[config.mk]
export PLATFORM = sky130hd
export DESIGN_NAME = fir_cs_transposed
export DESIGN_NICKNAME = d
export VERILOG_FILES = /design/src/rtl/fir_cs_pkg.sv /design/src/rtl/fir_csa3.sv /design/src/rtl/fir_cs_add4.sv /design/src/rtl/fir_cs_mult_block.sv /design/src/rtl/fir_cs_transposed.sv
export SDC_FILE = /design/constraint.sdc
export NUM_CORES = 1
export LEC_CHECK = 0
export BUFFER_PORTS_ARGS = -buffer_cell sky130_fd_sc_hd__buf_2
export CAP_MARGIN = 20
export CORE_UTILIZATION = 55
export DETAILED_ROUTE_END_ITERATION = 8
export GPL_TIMING_DRIVEN = 0
export PLACE_DENSITY = 0.82
export SETUP_SLACK_MARGIN = 0.15
export SLEW_MARGIN = 25
export SYNTH_ARGS = -nofsm -noshare
export SYNTH_HDL_FRONTEND = slang
export SYNTH_SLANG_ARGS = --single-unit
[constraint.sdc]
create_clock -name clk -period 4.8 [get_ports clk]
set_input_delay 0.24 -clock clk [delete_from_list [all_inputs] [get_ports clk]]
set_output_delay 0.24 -clock clk [all_outputs]
set_load 0.05 [all_outputs]
[src/rtl/fir_cs_pkg.sv]
package fir_cs_pkg;
    // Filter taps, newest sample first
    localparam int unsigned TAP_NEW  = 3;
    localparam int unsigned TAP_MID  = 11;
    localparam int unsigned TAP_OLD  = 27;
    // Bits of growth of the largest product and headroom for the sum of three
    localparam int unsigned PROD_GROWTH  = 5;
    localparam int unsigned ACC_HEADROOM = 2;
endpackage

[src/rtl/fir_csa3.sv]
// Three-input carry-save adder (3:2 compressor) over a W-bit vector.
module fir_csa3 #(
    parameter int W = 8
) (
    input  logic [W-1:0] in_a,
    input  logic [W-1:0] in_b,
    input  logic [W-1:0] in_c,
    output logic [W-1:0] out_sum,
    output logic [W-1:0] out_cy
);
    logic [W-1:0] maj;

    always_comb begin
        out_sum = in_a ^ in_b ^ in_c;
        maj     = (in_a & in_b) | (in_a & in_c) | (in_b & in_c);
        out_cy  = {maj[W-2:0], 1'b0};
    end
endmodule

[src/rtl/fir_cs_add4.sv]
// Carry-save structural adder: two carry-save operands in, one pair out.
module fir_cs_add4 #(
    parameter int W = 8
) (
    input  logic [W-1:0] op_a_sum,
    input  logic [W-1:0] op_a_cy,
    input  logic [W-1:0] op_b_sum,
    input  logic [W-1:0] op_b_cy,
    output logic [W-1:0] res_sum,
    output logic [W-1:0] res_cy
);
    logic [W-1:0] mid_sum;
    logic [W-1:0] mid_cy;

    fir_csa3 #(.W(W)) i_stage0 (
        .in_a(op_a_sum), .in_b(op_a_cy), .in_c(op_b_sum),
        .out_sum(mid_sum), .out_cy(mid_cy)
    );

    fir_csa3 #(.W(W)) i_stage1 (
        .in_a(mid_sum), .in_b(mid_cy), .in_c(op_b_cy),
        .out_sum(res_sum), .out_cy(res_cy)
    );
endmodule

[src/rtl/fir_cs_mult_block.sv]
// Shared shift-and-add block: 3x, 11x and 27x in carry-save form.
// 3x = x + 2x (no adder); 11x = 3x + 8x; 27x = 11x + 16x.
module fir_cs_mult_block #(
    parameter int W_IN = 16,
    parameter int W    = 23
) (
    input  logic signed [W_IN-1:0] smp,
    output logic [W-1:0]           m3_sum,
    output logic [W-1:0]           m3_cy,
    output logic [W-1:0]           m11_sum,
    output logic [W-1:0]           m11_cy,
    output logic [W-1:0]           m27_sum,
    output logic [W-1:0]           m27_cy
);
    localparam int N_SHIFT = 5;

    logic [W-1:0] smp_ext;
    logic [W-1:0] shifted [N_SHIFT];

    always_comb smp_ext = W'(smp);

    for (genvar k = 0; k < N_SHIFT; k++) begin : g_shift
        always_comb shifted[k] = smp_ext << k;
    end

    always_comb begin
        m3_sum = shifted[0];
        m3_cy  = shifted[1];
    end

    fir_csa3 #(.W(W)) i_csa_m11 (
        .in_a(shifted[0]), .in_b(shifted[1]), .in_c(shifted[3]),
        .out_sum(m11_sum), .out_cy(m11_cy)
    );

    fir_csa3 #(.W(W)) i_csa_m27 (
        .in_a(m11_sum), .in_b(m11_cy), .in_c(shifted[4]),
        .out_sum(m27_sum), .out_cy(m27_cy)
    );
endmodule

[src/rtl/fir_cs_transposed.sv]
module fir_cs_transposed
    import fir_cs_pkg::*;
#(
    parameter int W_IN  = 16,
    parameter int W_OUT = W_IN + PROD_GROWTH + ACC_HEADROOM
) (
    input  logic                    clk,
    input  logic                    rst,
    input  logic                    in_valid,
    input  logic signed [W_IN-1:0]  in_sample,
    output logic signed [W_OUT-1:0] out_result
);
    localparam int W = W_OUT;

    typedef struct packed {
        logic [W-1:0] old_sum;   // delay holding the weight-27 term
        logic [W-1:0] old_cy;
        logic [W-1:0] mid_sum;   // delay holding weight-11 plus older terms
        logic [W-1:0] mid_cy;
        logic [W-1:0] y;
    } fir_state_t;

    fir_state_t st_d, st_q;

    logic [W-1:0] m3_sum, m3_cy, m11_sum, m11_cy, m27_sum, m27_cy;
    logic [W-1:0] mid_nx_sum, mid_nx_cy, fin_sum, fin_cy;

    fir_cs_mult_block #(.W_IN(W_IN), .W(W)) i_mult (
        .smp(in_sample),
        .m3_sum(m3_sum), .m3_cy(m3_cy),
        .m11_sum(m11_sum), .m11_cy(m11_cy),
        .m27_sum(m27_sum), .m27_cy(m27_cy)
    );

    fir_cs_add4 #(.W(W)) i_add_mid (
        .op_a_sum(m11_sum), .op_a_cy(m11_cy),
        .op_b_sum(st_q.old_sum), .op_b_cy(st_q.old_cy),
        .res_sum(mid_nx_sum), .res_cy(mid_nx_cy)
    );

    fir_cs_add4 #(.W(W)) i_add_out (
        .op_a_sum(m3_sum), .op_a_cy(m3_cy),
        .op_b_sum(st_q.mid_sum), .op_b_cy(st_q.mid_cy),
        .res_sum(fin_sum), .res_cy(fin_cy)
    );

    always_comb begin
        st_d = st_q;
        if (in_valid) begin
            st_d.old_sum = m27_sum;
            st_d.old_cy  = m27_cy;
            st_d.mid_sum = mid_nx_sum;
            st_d.mid_cy  = mid_nx_cy;
            st_d.y       = fin_sum + fin_cy;   // the single carry-propagate adder
        end
    end

    always_ff @(posedge clk) begin
        if (rst) st_q <= '0;
        else     st_q <= st_d;
    end

    always_comb out_result = st_q.y;

    // ---------------- assertions ----------------
    logic [W-1:0] smp_w;
    always_comb smp_w = W'(in_sample);

    p_reset_clear_r1: assert property (@(posedge clk)
        rst |=> (out_result == '0 && st_q.mid_sum == '0 && st_q.mid_cy == '0
                 && st_q.old_sum == '0 && st_q.old_cy == '0));

    p_output_update_r2: assert property (@(posedge clk) disable iff (rst)
        in_valid |=> out_result == W'($past(W'(3) * smp_w)
                                      + $past(st_q.mid_sum) + $past(st_q.mid_cy)));

    p_idle_hold_r3: assert property (@(posedge clk) disable iff (rst)
        !in_valid |=> ($stable(out_result) && $stable(st_q.mid_sum) && $stable(st_q.mid_cy)
                       && $stable(st_q.old_sum) && $stable(st_q.old_cy)));

    p_oldest_term_r4: assert property (@(posedge clk) disable iff (rst)
        in_valid |=> W'(st_q.old_sum + st_q.old_cy) == W'($past(W'(27) * smp_w)));

    p_prod3_r6: assert property (@(posedge clk) disable iff (rst)
        W'(m3_sum + m3_cy) == W'(W'(3) * smp_w));

    p_prod11_r6: assert property (@(posedge clk) disable iff (rst)
        W'(m11_sum + m11_cy) == W'(W'(11) * smp_w));

    p_prod27_r6: assert property (@(posedge clk) disable iff (rst)
        W'(m27_sum + m27_cy) == W'(W'(27) * smp_w));
endmodule

==> metrics.yaml <==
setup_path:
  critPathBufInv: 5
  crit_path_cell_trace: "buf_2, clkbuf_1, inv_1, fa_1, fa_1, inv_1, ha_1, clkbuf_1, a21oi_1, o21ai_0, a221oi_1, o32ai_1, or3_1"
  critical-path-top-delay-family: "adder cells"
  slowest_delay_ps: 520
  start_kind: "primary input"
  crit_fanout: 13
  cp-end-kind: "flop"
  path_class: "primary input to flop"
  cp.required_ps: 5040
  critPathSlowestCell: "a221oi_1"
  ff2ff_path_depth: 11
  cp_num_cells: 13
  crit_arrival_ps: 4220
sta:
  slew_viol_final: 0
  fmax_mhz: 252
  min_period_over_period_pct: 82.8
  tightest_slew_ps: 997
  setup_viol_count_final: 0
  fin_worst_skew_ps: 13.8
  hold_viol_final: 0
  layout_min_cycle_time_ps: 3980
  timing.final.ws_setup_ps: 824
  max_slew_margin_pct: 33.2
  rsz0062_at_grt: "false"
  tns_ps: 0
routing:
  dr.pass1.iters: 5
  antenna_left: 0
  wirelength_um: 16400
  vias: 5514
  drt-initial-drc-count: 336
  detail_route.wl_per_cell_um: 16.8
  drcViolationCount: 0
  drt-vias-per-instance: 5.67
worst_hold_path:
  hold_class: "primary input to flop"
  hold_path_depth: 3
layout:
  drive_above_1_share_pct: 8.13
  antenna_cells: 0
  final_core_util_pct: 63.1
  area_growth_pct: 10.1
  final_nets: 945
  design_area_um2: 8090
grt:
  grt_max_degree: 18
  grt_pass1_wl_um: 27400
  grt_pass1_vias: 5623
  grt_overflow: 0
  grtUsageTotal_pct: 25.3
  antenna_found_initial: 0
synthesis:
  synth_edf_count: 0
  synth_xor_area_share_pct: 1.55
  yosys_warnings: 0
  synth.avg_cell_area_um2: 9.86
  syn-num-nets: 895
  synthFlopType: "dfxtp_1"
  ys_seq_area_share_pct: 27.5
  synth.distinct_cells: 57
  synth_mux_area_share_pct: 11.3
  async_reset_ff_share_pct: 0
  synthSimpleGateAreaFrac_pct: 13.0
  synth-compound-area-share_pct: 8.19
  synthCells: 745
  synth_top_family_by_area: "adder cells"
  ys_ff_latch: 101
  synth-adder-area-share_pct: 31.6
  netlist_area_um2: 7350
place:
  hpwl_um: 12600
  place_congestion: 0.917
  port_buffers: 39
  dp_slack_ps: 616
  post_dp_cell_area_um2: 7760
floorplan:
  core_area_um2: 12800
  dieArea_um2: 13800
  io_pins: 42
  fp.dieH_um: 118
  die_w_um: 118
  rows: 41
  initial_core_util_pct: 57.3
cts:
  clk_pin_slew_ps: 70
  cts_buffers: 9
  clock_sinks: 101
  ctsResizeCount: 0
  holdBufCountCts: 0
  postCtsSetupBuffers: 0
  cts_tree: "done"
  htree_levels: 3
  cts.path.max_buffers: 2
  root_buffer: "clkbuf_16"
  clock_latency_ps: 370
power:
  power.leakage_nw: 3.74
  power_density_nw_per_um2: 484
  total_power_mw: 3.92
  worst_ir_drop_vdd_mv: 0.228
status:
  status: "finished, final reports clean"
job:
  maxCapViolCount: 0
-- cells in the mapped netlist, types with 7 or more instances --
cell type / instances / area (µm²)
ha_1: 40 / 500
nor2_1: 104 / 390
nand3_1: 10 / 50.1
nand2_1: 22 / 82.6
a21oi_1: 15 / 75.1
inv_1: 96 / 360
nand2b_1: 10 / 62.6
xor2_1: 8 / 70.1
fa_1: 91 / 1820
nand4_1: 7 / 43.8
o21ai_0: 14 / 70.1
buf_1: 9 / 33.8
dfxtp_1: 101 / 2020
a211oi_1: 10 / 75.1
o31ai_1: 7 / 52.6
mux2i_1: 83 / 831
clkbuf_1: 26 / 97.6
and3_1: 8 / 50.1
-- per-stage QoR --
stage	hold WS (ps)	instances
after floorplan	387	745
after global placement	468	956
after detailed placement	475	956
after CTS	252	972
after global routing	283	972
final	263	972
-- final timing paths --
path / start / end / slack (ps)
worst min-delay path: in_sample[14] / st_q[110] / 260
worst min register to register: st_q[88] / st_q[88] / 490
worst max-delay path: in_sample[15] / out_result[20] / 820
worst max register to register: st_q[58] / out_result[17] / 1020
-- final cells by class --
| cell class | count | area (µm²) |
|---|---|---|
| Inverter | 96 | 360 |
| Buffer | 36 | 143 |
| Fill cell | 1115 | 4740 |
| Timing Repair Buffer | 39 | 195 |
| Tap cell | 172 | 215 |
| Clock buffer | 10 | 239 |
| Multi-Input combinational cell | 512 | 4820 |
| Clock inverter | 6 | 91.3 |
| Sequential cell | 101 | 2020 |
-- worst min-delay path, cell delays in order --
cell and delay [ps]:
buf_2 160, nand2_1 70, a311oi_1 90
-- layer usage --
metal	vias up	wire length, µm	track usage, %
li1	2592	-	-
met1	2743	6980	31.5
met2	149	8230	43.8
met3	30	815	4.75
met4	0	337	8.81
met5	-	0	0
-- where the power goes --
| group | internal (mW) | switching [mW] |
|---|---|---|
| registers | 0.994 | 0.0957 |
| logic | 0.717 | 1.29 |
| clock network | 0.475 | 0.346 |
| total | 2.19 | 1.73 |
-- cell families after synthesis --
family,Yosys count
multiplexers,83
flip-flops,101
buffers and inverters,132
AO/OA/AOI/OAI,86
XOR/XNOR,13
AND/OR/NAND/NOR,199
adder cells (fa/ha/maj),131
-- flip-flops by register name, indices dropped and copies added, names as in the netlist --
signal and cells:
out_result 23, st_q 78
-- placed cells by master, fill, tap and decap left out, types with 3 or more instances in the layout --
| master | instances |
|---|---|
| buf_2 | 39 |
| nand4_1 | 7 |
| o21a_1 | 3 |
| ha_1 | 40 |
| nand2_1 | 22 |
| inv_1 | 96 |
| a31oi_1 | 5 |
| o311ai_0 | 3 |
| a211oi_1 | 10 |
| clkbuf_16 | 9 |
| or3b_2 | 4 |
| nor2_1 | 104 |
| fa_1 | 91 |
| nor4_1 | 5 |
| mux2i_1 | 83 |
| nor3_1 | 5 |
| a21oi_1 | 15 |
| xnor2_1 | 5 |
| and3_1 | 8 |
| buf_1 | 9 |
| clkbuf_1 | 26 |
| nand3_1 | 10 |
| o21ai_0 | 14 |
| a311oi_1 | 4 |
| nor3b_1 | 5 |
| o31ai_1 | 7 |
| and2_1 | 3 |
| dfxtp_1 | 101 |
| nand3b_1 | 4 |
| xor2_1 | 8 |
| nand2b_1 | 10 |
| a21o_1 | 4 |
Note: power is estimated with default switching activity, not from simulation.
